==> config.mk <==
export PLATFORM = sky130hd
export DESIGN_NAME = serial_rx_queue
export DESIGN_NICKNAME = d
export VERILOG_FILES = /design/src/rtl/serial_rx_pkg.sv /design/src/rtl/rxq_buffer.sv /design/src/rtl/rx_fcr_ctrl.sv /design/src/rtl/rx_lsr_unit.sv /design/src/rtl/serial_rx_queue.sv
export SDC_FILE = /design/constraint.sdc
export NUM_CORES = 1
export LEC_CHECK = 0
export ABC_CLOCK_PERIOD_IN_PS = 3100
export BUFFER_PORTS_ARGS = -buffer_cell sky130_fd_sc_hd__buf_4
export CELL_PAD_IN_SITES_DETAIL_PLACEMENT = 0
export CELL_PAD_IN_SITES_GLOBAL_PLACEMENT = 1
export CORE_MARGIN = 2
export CORE_UTILIZATION = 50
export CTS_BUF_LIST = sky130_fd_sc_hd__clkbuf_8
export CTS_CLUSTER_DIAMETER = 120
export DETAILED_ROUTE_END_ITERATION = 6
export PLACE_DENSITY = 0.75
export SLEW_MARGIN = 20
export SYNTH_ARGS = -nofsm -noshare
export SYNTH_HDL_FRONTEND = slang
export SYNTH_HIERARCHICAL = 1
export SYNTH_SLANG_ARGS = --single-unit
==> constraint.sdc <==
create_clock -name clk_i -period 3.1 [get_ports clk_i]
set_input_delay 0 -clock clk_i [delete_from_list [all_inputs] [get_ports clk_i]]
set_output_delay 0 -clock clk_i [all_outputs]
set_load 0.01 [all_outputs]
==> src/rtl/serial_rx_pkg.sv <==
package serial_rx_pkg;
  typedef enum logic [1:0] {
    SEL_DATA = 2'd0,
    SEL_FCR  = 2'd1,
    SEL_LSR  = 2'd2,
    SEL_NONE = 2'd3
  } reg_sel_e;

  localparam int unsigned FCR_EN_BIT   = 0;
  localparam int unsigned FCR_RRST_BIT = 1;
  localparam logic [7:0]  FCR_KEEP     = 8'hC9;

  localparam int unsigned LSR_DR_BIT   = 0;
  localparam int unsigned LSR_OE_BIT   = 1;
  localparam int unsigned LSR_THRE_BIT = 5;
  localparam int unsigned LSR_TEMT_BIT = 6;
endpackage

==> src/rtl/rxq_buffer.sv <==
module rxq_buffer #(
  parameter int unsigned DEPTH = 16,
  parameter int unsigned DW    = 8,
  localparam int unsigned PW   = (DEPTH > 1) ? $clog2(DEPTH) : 1,
  localparam int unsigned CW   = $clog2(DEPTH + 1)
) (
  input  logic          clk_i,
  input  logic          rst_ni,
  input  logic          deep_i,
  input  logic          flush_i,
  input  logic          push_i,
  input  logic [DW-1:0] push_data_i,
  input  logic          pop_i,
  output logic [DW-1:0] head_o,
  output logic [CW-1:0] count_o,
  output logic [PW-1:0] rd_ptr_o,
  output logic          full_o,
  output logic          empty_o
);
  logic [DW-1:0] mem_q [DEPTH];
  logic [PW-1:0] rd_ptr_q, wr_ptr_q;
  logic [CW-1:0] count_q, limit;

  assign limit = deep_i ? CW'(DEPTH) : CW'(1);

  function automatic logic [PW-1:0] adv(input logic [PW-1:0] p, input logic [CW-1:0] lim);
    return (CW'(p) == lim - CW'(1)) ? '0 : p + PW'(1);
  endfunction

  always_ff @(posedge clk_i or negedge rst_ni) begin
    if (!rst_ni) begin
      rd_ptr_q <= '0;
      wr_ptr_q <= '0;
      count_q  <= '0;
    end else if (flush_i) begin
      rd_ptr_q <= '0;
      wr_ptr_q <= '0;
      count_q  <= '0;
    end else begin
      if (push_i) wr_ptr_q <= adv(wr_ptr_q, limit);
      if (pop_i)  rd_ptr_q <= adv(rd_ptr_q, limit);
      count_q <= count_q + CW'(push_i) - CW'(pop_i);
    end
  end

  always_ff @(posedge clk_i) begin
    if (push_i && !flush_i) mem_q[wr_ptr_q] <= push_data_i;
  end

  assign head_o   = mem_q[rd_ptr_q];
  assign count_o  = count_q;
  assign rd_ptr_o = rd_ptr_q;
  assign full_o   = (count_q == limit);
  assign empty_o  = (count_q == '0);
endmodule

==> src/rtl/rx_fcr_ctrl.sv <==
module rx_fcr_ctrl
  import serial_rx_pkg::*;
(
  input  logic       clk_i,
  input  logic       rst_ni,
  input  logic       wr_i,
  input  logic [7:0] wdata_i,
  output logic [7:0] fcr_o,
  output logic       deep_o,
  output logic       flush_o
);
  logic [7:0] fcr_q;
  logic       mode_flip, rx_rst;

  assign mode_flip = wdata_i[FCR_EN_BIT] ^ fcr_q[FCR_EN_BIT];
  assign rx_rst    = wdata_i[FCR_EN_BIT] & wdata_i[FCR_RRST_BIT];
  assign flush_o   = wr_i & (mode_flip | rx_rst);

  always_ff @(posedge clk_i or negedge rst_ni) begin
    if (!rst_ni)   fcr_q <= '0;
    else if (wr_i) fcr_q <= wdata_i[FCR_EN_BIT] ? (wdata_i & FCR_KEEP) : 8'h00;
  end

  assign fcr_o  = fcr_q;
  assign deep_o = fcr_q[FCR_EN_BIT];
endmodule

==> src/rtl/rx_lsr_unit.sv <==
module rx_lsr_unit
  import serial_rx_pkg::*;
(
  input  logic       clk_i,
  input  logic       rst_ni,
  input  logic       ovr_set_i,
  input  logic       lsr_rd_i,
  input  logic       data_rdy_i,
  output logic [7:0] lsr_o
);
  logic ovr_q;

  always_ff @(posedge clk_i or negedge rst_ni) begin
    if (!rst_ni)        ovr_q <= 1'b0;
    else if (ovr_set_i) ovr_q <= 1'b1;
    else if (lsr_rd_i)  ovr_q <= 1'b0;
  end

  always_comb begin
    lsr_o               = '0;
    lsr_o[LSR_DR_BIT]   = data_rdy_i;
    lsr_o[LSR_OE_BIT]   = ovr_q;
    lsr_o[LSR_THRE_BIT] = 1'b1;
    lsr_o[LSR_TEMT_BIT] = 1'b1;
  end
endmodule

==> src/rtl/serial_rx_queue.sv <==
module serial_rx_queue
  import serial_rx_pkg::*;
#(
  parameter int unsigned DEPTH = 16,
  parameter int unsigned DW    = 8,
  localparam int unsigned PW   = (DEPTH > 1) ? $clog2(DEPTH) : 1,
  localparam int unsigned CW   = $clog2(DEPTH + 1)
) (
  input  logic          clk_i,
  input  logic          rst_ni,
  input  logic          lpbk_en_i,
  input  logic          ext_valid_i,
  input  logic [DW-1:0] ext_data_i,
  output logic          ext_ready_o,
  input  logic          cpu_wr_i,
  input  logic          cpu_rd_i,
  input  logic [1:0]    cpu_sel_i,
  input  logic [7:0]    cpu_wdata_i,
  output logic [7:0]    cpu_rdata_o,
  output logic [7:0]    fcr_o
);
  reg_sel_e      sel;
  logic          rd_en, wr_dat, wr_fcr, rd_dat, rd_lsr;
  logic          deep, flush, push, pop, full, empty, lb_push, ext_push;
  logic [DW-1:0] head, push_data;
  logic [CW-1:0] count;
  logic [PW-1:0] rd_ptr;
  logic [7:0]    lsr;

  assign sel    = reg_sel_e'(cpu_sel_i);
  assign rd_en  = cpu_rd_i & ~cpu_wr_i;
  assign wr_dat = cpu_wr_i & (sel == SEL_DATA);
  assign wr_fcr = cpu_wr_i & (sel == SEL_FCR);
  assign rd_dat = rd_en & (sel == SEL_DATA);
  assign rd_lsr = rd_en & (sel == SEL_LSR);

  // loopback: CPU data writes feed the queue, external side is drained
  assign lb_push     = wr_dat & lpbk_en_i;
  assign ext_ready_o = lpbk_en_i | ~full;
  assign ext_push    = ext_valid_i & ~lpbk_en_i & ~full;
  assign push        = (lb_push & ~full) | ext_push;
  assign push_data   = lpbk_en_i ? DW'(cpu_wdata_i) : ext_data_i;
  assign pop         = rd_dat & ~empty;

  rx_fcr_ctrl u_fcr (
    .clk_i   (clk_i),
    .rst_ni  (rst_ni),
    .wr_i    (wr_fcr),
    .wdata_i (cpu_wdata_i),
    .fcr_o   (fcr_o),
    .deep_o  (deep),
    .flush_o (flush)
  );

  rxq_buffer #(.DEPTH(DEPTH), .DW(DW)) u_buf (
    .clk_i       (clk_i),
    .rst_ni      (rst_ni),
    .deep_i      (deep),
    .flush_i     (flush),
    .push_i      (push),
    .push_data_i (push_data),
    .pop_i       (pop),
    .head_o      (head),
    .count_o     (count),
    .rd_ptr_o    (rd_ptr),
    .full_o      (full),
    .empty_o     (empty)
  );

  rx_lsr_unit u_lsr (
    .clk_i      (clk_i),
    .rst_ni     (rst_ni),
    .ovr_set_i  (lb_push & full),
    .lsr_rd_i   (rd_lsr),
    .data_rdy_i (~empty),
    .lsr_o      (lsr)
  );

  always_comb begin
    unique case (sel)
      SEL_DATA: cpu_rdata_o = empty ? 8'hFF : 8'(head);
      SEL_LSR:  cpu_rdata_o = lsr;
      default:  cpu_rdata_o = 8'hFF;
    endcase
  end
endmodule

# == Word-level counts from Yosys, hierarchy flattened ==
# Memory sizes are Yosys's and may differ from the RTL's.
# Cells that the tools add are included.
# word_totals
regBits,22
latchBits,0
ramBits,128
romBits,0
inputBits,24
out_inout_bits,17
n_memories,1
# mem_list
memory,depth,word_bits,read_ports,rd_ports_with_merged_regs,write_ports,line,rtl
u_buf.mem_q,16,8,1,0,1,rxq_buffer.sv:20,logic [DW-1:0] mem_q [DEPTH];
# classes
n_addsub,5
n_mul,0
n_div,0
magnitude_cmp,0
n_eq_ne,5
shift,0
muxes,16
bitwise_logic,21
n_reduce_logical,7
# op_table
op,n
$mux W4,6
$mux W8,3
$pmux W8 S2,1
$and A1 B1 Y1,13
$eq A4 B5 Y1,2
$mux W5,2
$add A4 B1 Y4 const B,2
$reduce_bool A2 Y1,3
$add A5 B1 Y5,1
$eq A5 B5 Y1,1
$logic_not A5 Y1,1
$sub A5 B1 Y5,1
$sub A5 B1 Y5 const B,1
$mux W1,4
$not A1 Y1,4
$or A1 B1 Y1,3
$eq A2 B1 Y1 const B,1
$eq A2 B2 Y1 const B,1
$logic_not A2 Y1,1
$logic_and A1 B1 Y1,1
$logic_not A1 Y1,1
$xor A1 B1 Y1,1

# == Logic depth before layout (Yosys ltp) ==
# Gate-level depths: netlist (run 1).
# depth
word_depth,8
depth_mapped,15
mapped_depth_nobuf,14

# == Modules after synthesis ==
# The synthesis (run 1) kept the hierarchy.
# by_module_without_submodules
mod,n_inst,cells_each,area_each_um2
rxq_buffer,1,346,5876.9
serial_rx_queue,1,48,501.7
rx_fcr_ctrl,1,23,209.0
rx_lsr_unit,1,13,103.8

# == Worst setup path before layout (run 1) ==
# Ideal clock, no wire load.
# synth_timing
kind,flip-flop to flip-flop
startpoint,register u_buf.count_q[2] (netlist: u_buf/count_o[2])
endpoint,register u_buf.count_q[4] (netlist: u_buf/count_o[4])
setup_time_ps,134
t_arrival_ps,2647
required_ps,2966
path_slack_ps,319
stages_incl_launch_ff,16
cell_sequence,dfrtp_1 -> inv_1 -> ha_1 -> nand2_1 -> nor3_1 -> buf_2 -> nor4_2 -> ha_1 -> inv_1 -> ha_1 -> inv_1 -> fa_1 -> nor2b_1 -> o21bai_1 -> a21oi_1 -> nor3b_1
# synth_lines
item,line,rtl
"start, declared",rxq_buffer.sv:22,"logic [CW-1:0] count_q, limit;"
"start signal, assigned",rxq_buffer.sv:42,count_q <= count_q + CW'(push_i) - CW'(pop_i);
$logic_not A5 Y1,rxq_buffer.sv:54,assign empty_o = (count_q == '0);
net empty,serial_rx_queue.sv:24,"logic deep, flush, push, pop, full, empty, lb_push, ext_push;"
$not A1 Y1,serial_rx_queue.sv:43,assign pop = rd_dat & ~empty;
$and A1 B1 Y1,serial_rx_queue.sv:43,
net pop,serial_rx_queue.sv:24,
$sub A5 B1 Y5,rxq_buffer.sv:42,
$mux W5,rxq_buffer.sv:35,end else if (flush_i) begin
# The timed path passes the listed nets, and every way through them passes these cells.
# A chain may end at the register's enable or synchronous reset.

# == Final worst setup path (run 1) ==
# layout_timing
startpoint,register u_buf.rd_ptr_q[0] (netlist: u_buf/rd_ptr_o[0])
endpoint,output cpu_rdata_o[5]
# layout_between
elab_chain_len,3
# layout_lines
item,line,rtl
"start, declared",rxq_buffer.sv:21,"logic [PW-1:0] rd_ptr_q, wr_ptr_q;"
"start signal, assigned",rxq_buffer.sv:41,"if (pop_i) rd_ptr_q <= adv(rd_ptr_q, limit);"
$mem_v2 Z16 W8,-,
net head[5],serial_rx_queue.sv:25,"logic [DW-1:0] head, push_data;"
$mux W8,serial_rx_queue.sv:81,SEL_DATA: cpu_rdata_o = empty ? 8'hFF : 8'(head);
$pmux W8 S2,serial_rx_queue.sv:80,unique case (sel)
"end, declared",serial_rx_queue.sv:19,"output logic [7:0] cpu_rdata_o,"
# The timed path passes the listed nets, and every way through them passes these cells.

==> results of run 1 <==
sequential cells by signal, summed over array words and instances, names as in the netlist:
signal / cells
u_buf/rd_ptr_o: 4
u_buf/wr_ptr_q: 4
u_lsr/ovr_q: 1
u_buf/count_o: 5
u_buf/mem_q: 128
u_fcr/fcr_o: 4
timing repair:
action	CTS	global route
buffers inserted	0	0
hold endpoints to repair	23	0
hold buffers	12	0
metrics by stage:
| step | total power [mW] | hold slack [ns] |
|---|---|---|
| after global routing | 5.34 | 0.0453 |
| after floorplan | 3.42 | -0.296 |
| after detailed placement | 3.78 | -0.109 |
| after CTS | 5.13 | 0.0244 |
| after global placement | 3.75 | -0.106 |
| final | 5.08 | 0.0383 |
cells by family after synthesis:
group	after synthesis
compound gates	60
xor+xnor	4
fa+ha+maj	12
buf+inv	55
flops	146
mux	61
other cells	3
simple gates	89
report_power, final:
part,switching (mW),internal [mW],total (mW)
logic,0.686,0.596,1.28
clock network,0.720,0.627,1.35
registers,0.147,2.31,2.46
path summary, 6_finish.rpt:
check	start	to	slack, ns	depth (start not counted)
setup / recovery	u_buf/rd_ptr_o[0]	cpu_rdata_o[5]	0.27	9
hold / removal	ext_data_i[1]	u_buf/mem_q[2][1]	0.04	2
setup reg to reg	u_buf/count_o[2]	u_buf/count_o[4]	0.43	14
hold reg to reg	u_fcr/fcr_o[6]	u_fcr/fcr_o[6]	0.53	2
max in group asynchronous	rst_ni	u_buf/rd_ptr_o[0]	1.75	3
min in group asynchronous	rst_ni	u_buf/count_o[2]	0.75	3
cell usage after synthesis (2+ instances only):
cell and count:
edfxtp_1 128, mux2i_1 34, dfrtp_1 18, nor2_1 18, a221oi_1 16, inv_1 16
mux4_2 16, buf_4 15, nand2_1 13, nor3_1 12, o21ai_0 12, ha_1 11
buf_2 9, nand3_1 9, a22oi_1 8, mux2_4 8, buf_6 7, nand2b_1 6
nor2b_1 6, nor2b_4 6, nor3_2 6, o21bai_2 6, a21oi_1 5, clkbuf_1 5
conb_1 3, o21ai_1 3, o21bai_1 3, a21o_1 2, a31oi_1 2, inv_2 2
mux2_2 2, xnor2_1 2, xor2_1 2
routing by layer:
metal | track usage | routed length, um | vias to the layer above | share of wire
met2 | 0.333 | 6930 | 122 | 0.49
met1 | 0.287 | 6120 | 1879 | 0.43
met3 | 0.0542 | 791 | 20 | 0.056
li1 | - | - | 1741 | -
met5 | 0 | 0 | - | 0
met4 | 0.0860 | 354 | 0 | 0.025
cell type report:
cell class / instances / area (um^2)
clock buffer: 17 / 234
clock inverter: 14 / 116
fill: 1067 / 5550
inverter: 18 / 67.6
multi-input combinational: 236 / 2090
sequential: 146 / 4300
tap: 176 / 220
timing repair buffer: 70 / 568
worst register-to-register path: cells and delay by family, from the launching register on:
| kind | cells | cell delay (ns) |
|---|---|---|
| adders and majority gates | 4 | 1.00 |
| and+or+nand+nor | 6 | 0.89 |
| DFF | 1 | 0.40 |
| buffers and inverters | 3 | 0.20 |
| AOI/OAI and AO/OA | 1 | 0.10 |
==> metrics, run 1 <==
final setup vio count 0; Tightest Pin Transition about 0.93 ns; global-route wire length before repair 22000 um; cell repeated most along the worst path buf_4; drc violations 0; Setup CP Type flop to output pin; startpoint types flop; post-synthesis cell type with the largest combined area edfxtp_1; Final Util 0.578; Synth area leaders edfxtp_1 57%, dfrtp_1 6.7%, mux4_2 5.4%; Synth cell types 52; post-route minimum period 2.83 ns; most common library cell in the layout ignoring fill and taps edfxtp_1; crit-path max cell delay 0.70 ns; Routed Antenna Nets 0; RSZ-0062 raised after global routing false; Leak 2.73 nW; crit path buf inv count 3; final hold vios 0; Synth Cell Area 6690 um^2; share of the synthesized area in the top cell type 0.574; Worst Path Arrival between 2 and 3 ns; P&R area growth vs syn 13.4%; antenna violations before repair 0; PortBufs 36; largest net degree at the start of global routing 25; Post-synth ARST share 0.123; DRT Wirelength about 14000 um; Final GP Congestion between 0.8 and 0.9; critical path's slowest cell dfrtp_2; Max Root-Sink Buffers 2; max_cap viols 0; IO Count 41; highest-count cells in the layout ignoring fill and taps 128 x edfxtp_1, 57 x buf_4, 34 x mux2i_1; routed len/inst 21.0 um; DP Worst Slack 0.447 ns; H-tree lvl count 4; Post-synth EDFFs 128; post-synthesis mux area share 0.128; number of diodes 0; TritonCTS buffer count 17; min-delay worst type input port to flop; vias in the first global route roughly 3700; Yosys warning count 6; Root Buffer clkbuf_8; Main synth FF type edfxtp_1; Max Clock Freq approximately 350 MHz; CTS clk-pin slew, worst paths 0.08 ns; final std cells w/o fill 677; compound-cell area share of the yosys netlist 0.0666; CP top delay family buffers and inverters; relative slew slack 0.377; dpl cell area 7120 um^2; crit path cell chain buf_4 > buf_4 > mux2i_1 > a221oi_1 > o21ai_0 > nand2_1 > nor3_1 > o21bai_1 > buf_4; number of vias per cell 5.56; share of cells above drive strength 1 0.277; die area between 10000 and 15000 um^2; insertion delay to the later sink of the worst-skew pair 0.44 ns; Die Height 120 um; Resized cells post-CTS 0; Avg Cell Area, Syn 15.6 um^2; placed cells between 600 and 700; CTS tree built; DR vias between 3000 and 4000; Peak VDD IR 0.000343 V; Core Footprint 13100 um^2; #FFs+latches synth 146; number of DRC markers in iteration 0 341; post-synthesis simple-gate area fraction 0.0830; CP required 3.10 ns; CP endpoint kind output pin; starting density of the core 0.509; PwrDens between 600 and 700 nW/um^2; DRT Pass-1 Iters 6; Die W 120 um; status completed; clock skew between 0.01 and 0.015 ns; Seq/Total Area, Yosys 0.642; Layout Nets between 500 and 600; All-Layer GR Usage 0.213; Design Area, Final around 7600 um^2; dpl hpwl approximately 9400 um; main combinational cell family by area after synthesis multiplexers; total grt overflow 0; Rows 42; Crit Path Max Fanout 16; fin. max-slew vios 0; final setup margin 0.271 ns; Adder-Cell Fraction of Synth Area 0.0236; CTS sink count 146; Setup TNS Final 0 ns; Mapped Cells 430; Post-Synth XOR/XNOR Area 0.00524; Final period util 0.913
No activity file was read; power rests on OpenSTA's default activity.
==> run 2: changes to the inputs <==
CAP_MARGIN = 20   (was not set)
REMOVE_ABC_BUFFERS = 1   (was not set)
==> run 2 against run 1 <==
  * Clock skew is 0.0035 ns lower
  * First-iteration DRC count is 7.9% higher
  * Highest routed layer unchanged
  * Critical endpoint unchanged
  * Critical path type unchanged
  * Cell count is 0.30% lower
  * Total power is 2.7% lower
  * Critical path depth is 2 lower
  * Global-route usage is 0.31 points lower
==> metrics, run 2 (synthesized netlist as in run 1, its figures left out) <==
number of diodes 0 (unchanged); P&R area growth vs syn 12.7%; starting density of the core 0.509 (unchanged); Peak VDD IR 0.000381 V (+11%); largest reg by FF count u_buf/mem_q; IO Count 41 (unchanged); antenna violations before repair 0 (unchanged); final std cells w/o fill 675 (-0.30%); die area 14300 um^2 (unchanged); vias in the first global route 3747 (-0.053%); RSZ-0062 raised after global routing false; largest net degree at the start of global routing 39 (+56%); final hold vios 0 (unchanged); Final period util 0.904 (-0.00892); Max Root-Sink Buffers 2 (unchanged); Sw Ratio 0.293 (-0.0123); startpoint types flop; fin. max-slew vios 0 (unchanged); final setup margin 0.299 ns (+0.0277 ns); number of DRC markers in iteration 0 368 (+7.9%); post-route minimum period 2.80 ns (-0.0277 ns); CTS sink count 146 (unchanged); # hold bufs at CTS 10 (-2); All-Layer GR Usage 0.210 (-0.00311); Clk pwr share 0.250 (-0.015); max reg flops 128 (unchanged); Final Util 0.574 (-0.00352); final setup vio count 0 (unchanged); relative slew slack 0.408 (+0.0309); CTS tree built; critical path's slowest cell and2_1; global-route wire length before repair 21800 um (-1.0%); postcts setup bufs 0 (unchanged); crit path buf inv count 1 (-2); placed cells 635 (+0.16%); clock skew 0.00828 ns (-0.00349 ns); Layout Nets 524 (-0.19%); routed len/inst 20.6 um (-1.9%); CP top delay family simple AND/OR/NAND/NOR gates; Root Buffer clkbuf_8; share of cells above drive strength 1 0.265 (-0.0129); Sequential Power Share 0.490 (+0.007); Final GP Congestion 0.798 (-7.2%); Worst Path Arrival 2.80 ns (-0.03 ns); DR vias 3718 (-1.2%); Leak 2.72 nW (-0.41%); insertion delay to the later sink of the worst-skew pair 0.44 ns (about the same); min-delay worst type input port to flop; CP endpoint kind output pin; total grt overflow 0 (unchanged); max_cap viols 0 (unchanged); Routed Antenna Nets 0 (unchanged); Resized cells post-CTS 0 (unchanged); CP required 3.10 ns (about the same); PortBufs 36 (unchanged); Die Height 120 um (unchanged); Core Footprint 13100 um^2 (unchanged); CTS clk-pin slew, worst paths 0.07 ns (about the same); Rows 42 (unchanged); crit-path max cell delay 0.73 ns (+0.03 ns); drc violations 0 (unchanged); dpl hpwl 9090 um (-3.7%); highest-count cells in the layout ignoring fill and taps 128 x edfxtp_1, 58 x buf_4, 34 x mux2i_1; status completed; combinational power share 0.260 (+0.008); crit path cell chain and2_1 > a221oi_1 > o21ai_0 > nand2_1 > nor3_1 > o21bai_1 > buf_4; most common library cell in the layout ignoring fill and taps edfxtp_1; number of vias per cell 5.51 (-0.88%); Max Clock Freq 357 MHz (+0.99%); Die W 120 um (unchanged); NetSw 1.45 mW (-6.7%); Crit Path Max Fanout 17 (+1); PwrDens 656 nW/um^2 (-2.2%); DRT Wirelength 13900 um (-2.2%); DRT Pass-1 Iters 5 (-1); TritonCTS buffer count 17 (unchanged); Setup CP Type flop to output pin; Tightest Pin Transition 0.885 ns (-0.0458 ns); Setup TNS Final 0 ns (unchanged); P_int 3.49 mW (-1.0%); H-tree lvl count 4 (unchanged); DP Worst Slack 0.474 ns (+0.0267 ns)
==> run 2: changes by cell type in the layout (fill, tap and decap cells not counted), sizes merged <==
cell / delta
dlygate4sd3: -2
buf: +1
clkinvlp: -1
==> run 2: cell type report <==
type	instances	area [um^2]
well taps	176	220
multi-input cells	236	2090
flip-flops and latches	146	4300
clock buffers	17	234
repair buffers	69	556
inverters	18	67.6
clock inverters	13	82.6
fillers	1045	5600
==> run 2: path summary, 6_finish.rpt <==
check	start	slack [ns]	cells after the start	end
min in group asynchronous	rst_ni	0.77	3	u_buf/rd_ptr_o[2]
hold / removal	ext_data_i[1]	0.04	2	u_buf/mem_q[5][1]
setup reg to reg	u_buf/count_o[3]	0.47	14	u_buf/count_o[4]
hold reg to reg	u_fcr/fcr_o[3]	0.54	2	u_fcr/fcr_o[3]
setup / recovery	u_buf/rd_ptr_o[2]	0.30	7	cpu_rdata_o[5]
max in group asynchronous	rst_ni	1.73	3	u_buf/rd_ptr_o[0]
==> run 2: per-stage QoR <==
| step | cell area, um^2 | power [mW] | hold slack, ns |
|---|---|---|---|
| after global placement | 7120 | 3.72 | -0.111 |
| after CTS | 7540 | 5.00 | 0.0118 |
| after floorplan | 6450 | 3.34 | -0.296 |
| final | 7540 | 4.94 | 0.0364 |
| after global routing | 7540 | 5.21 | 0.0264 |
| after detailed placement | 7120 | 3.76 | -0.110 |
==> run 2: metal layers <==
layer	global-route usage	vias up	routed length [um]
met3	0.0475	12	796
li1	-	1738	-
met2	0.333	93	7050
met4	0.0691	0	171
met5	0	-	0
met1	0.289	1875	5870
==> run 2: power by group through the flow <==
stage | sequential, mW | combinational [mW] | clock (mW)
after floorplan | 2.53 | 0.806 | 0
after global placement | 2.46 | 1.27 | 0
after CTS | 2.42 | 1.31 | 1.26
after detailed placement | 2.47 | 1.29 | 0
final | 2.42 | 1.29 | 1.24
after global routing | 2.44 | 1.43 | 1.34
==> run 3: changes to the inputs <==
CORE_UTILIZATION = 48   (was 50)
PLACE_DENSITY = 0.73   (was 0.75)
==> run 3 against run 2 <==
  * Non-clock buffer count grew 1
  * Sequential share of layout area is 1.1 points lower
  * Fmax down 2.0%
  * Sequential power rose by 2%
  * Critical path type unchanged
  * Highest routed layer unchanged
==> metrics, run 3 (synthesized netlist as in run 1, its figures left out) <==
dpl cell area 7120 um^2 (about the same); Crit Path Max Fanout 17 (unchanged); PortBufs 36 (unchanged); Design Area, Final 7690 um^2 (+2.0%); Setup CP Type flop to output pin; status completed; final hold vios 0 (unchanged); RSZ-0062 raised after global routing false; max_cap viols 0 (unchanged); insertion delay to the later sink of the worst-skew pair 0.44 ns (about the same); die area 14900 um^2 (+4.0%); Max Root-Sink Buffers 2 (unchanged); min-delay worst type input port to flop; DRT Wirelength 13600 um (-1.7%); largest net degree at the start of global routing 26 (-33%); number of diodes 0 (unchanged); top layer in use met4; Leak 2.75 nW (+1.3%); DR vias 3698 (-0.54%); Final Util 0.558 (-0.0157); post-route minimum period 2.86 ns (+0.0561 ns); IO Count 41 (unchanged); Final GP Congestion 0.823 (+3.2%); Final period util 0.922 (+0.0181); number of DRC markers in iteration 0 315 (-14%); Die W 122 um (+2.0%); total grt overflow 0 (unchanged); clock skew 0.00969 ns (+0.00141 ns); Rows 43 (+2.4%); postcts setup bufs 0 (unchanged); P&R area growth vs syn 14.9%; final std cells w/o fill 682 (+1.0%); vias in the first global route 3700 (-1.3%); met2 WL 7260 um (+3.0%); Root Buffer clkbuf_8; CTS clk-pin slew, worst paths 0.07 ns (about the same); metal3 WL 715 um (-10%); share of cells above drive strength 1 0.275 (+0.0104); All-Layer GR Usage 0.196 (-0.0136); routed len/inst 20.0 um (-2.7%); Tightest Pin Transition 0.924 ns (+0.0390 ns); CP required 3.10 ns (about the same); Core Footprint 13800 um^2 (+4.8%); DRT Pass-1 Iters 5 (unchanged); Layout Nets 525 (+0.19%); Peak VDD IR 0.000388 V (+1.9%); Die Height 122 um (+2.0%); CP endpoint kind output pin; most common library cell in the layout ignoring fill and taps edfxtp_1; Routed Antenna Nets 0 (unchanged); startpoint types flop; TritonCTS buffer count 17 (unchanged); CTS sink count 146 (unchanged); Worst Path Arrival 2.86 ns (+0.06 ns); fin. max-slew vios 0 (unchanged); final setup vio count 0 (unchanged); placed cells 638 (+0.47%); largest reg by FF count u_buf/mem_q; antenna violations before repair 0 (unchanged); H-tree lvl count 4 (unchanged); Max Clock Freq 350 MHz (-2.0%); Post-Route M1 WL 5510 um (-6.2%); relative slew slack 0.382 (-0.0263); starting density of the core 0.486 (-0.0235); number of vias per cell 5.42 (-1.6%); max reg flops 128 (unchanged); final setup margin 0.242 ns (-0.0561 ns); CTS tree built; dpl hpwl 9160 um (+0.81%); global-route wire length before repair 21000 um (-3.8%); PwrDens 696 nW/um^2 (+6.1%); drc violations 0 (unchanged); DP Worst Slack 0.508 ns (+0.0343 ns); highest-count cells in the layout ignoring fill and taps 128 x edfxtp_1, 57 x buf_4, 34 x mux2i_1
run 3: timing repair:
action,4_1_cts,5_1_grt
setup endpoints to repair,0,0
endpoints found under the hold margin,39,0
gates resized for setup,0,0
hold buffers,12,0
run 3: critical path, cell delays in order, from the launching register on:
cell	delay, ns
dfrtp_1	0.61
and2_1	0.76
a221oi_1	0.28
o21ai_0	0.25
nand2_1	0.14
nor3_2	0.16
o21bai_2	0.07
buf_4	0.14
run 3: per-stage QoR:
stage | power [mW] | TNS [ns] | hold slack (ns)
3_5_place_dp | 3.75 | 0 | -0.109
2_1_floorplan | 3.34 | -0.115 | -0.296
4_1_cts | 5.40 | 0 | 0.00424
6_report | 5.35 | 0 | 0.0251
5_1_grt | 5.61 | 0 | 0.0196
3_3_place_gp | 3.72 | 0 | -0.111
run 3: routing by layer:
metal	vias up	GRT usage
met1	1859	0.247
met3	14	0.0435
met5	-	0
li1	1743	-
met2	82	0.342
met4	0	0.0560
run 3: power breakdown:
group	leakage, nW	switching, mW	internal (mW)
logic	1.16	0.645	0.597
clock network	0.211	0.695	0.950
registers	1.38	0.156	2.31
run 3: final cells by class:
type,instances,area (um^2)
clock buffers,17,234
flip-flops and latches,146,4300
repair buffers,70,568
clock inverters,15,214
fillers,1156,6080
well taps,180,225
multi-input cells,236,2090
inverters,18,67.6
run 3: path summary, 6_finish.rpt:
check                      cells past startpoint  slack (ns)                end               from
min                                            2        0.03  u_buf/mem_q[4][1]      ext_data_i[1]
max reg2reg                                   14        0.52   u_buf/count_o[4]   u_buf/count_o[3]
max                                            7        0.24     cpu_rdata_o[6]  u_buf/rd_ptr_o[2]
min reg2reg                                    2        0.53     u_fcr/fcr_o[7]     u_fcr/fcr_o[7]
min in group asynchronous                      3        0.74   u_buf/count_o[3]             rst_ni
max in group asynchronous                      3        1.78  u_buf/rd_ptr_o[0]             rst_ni
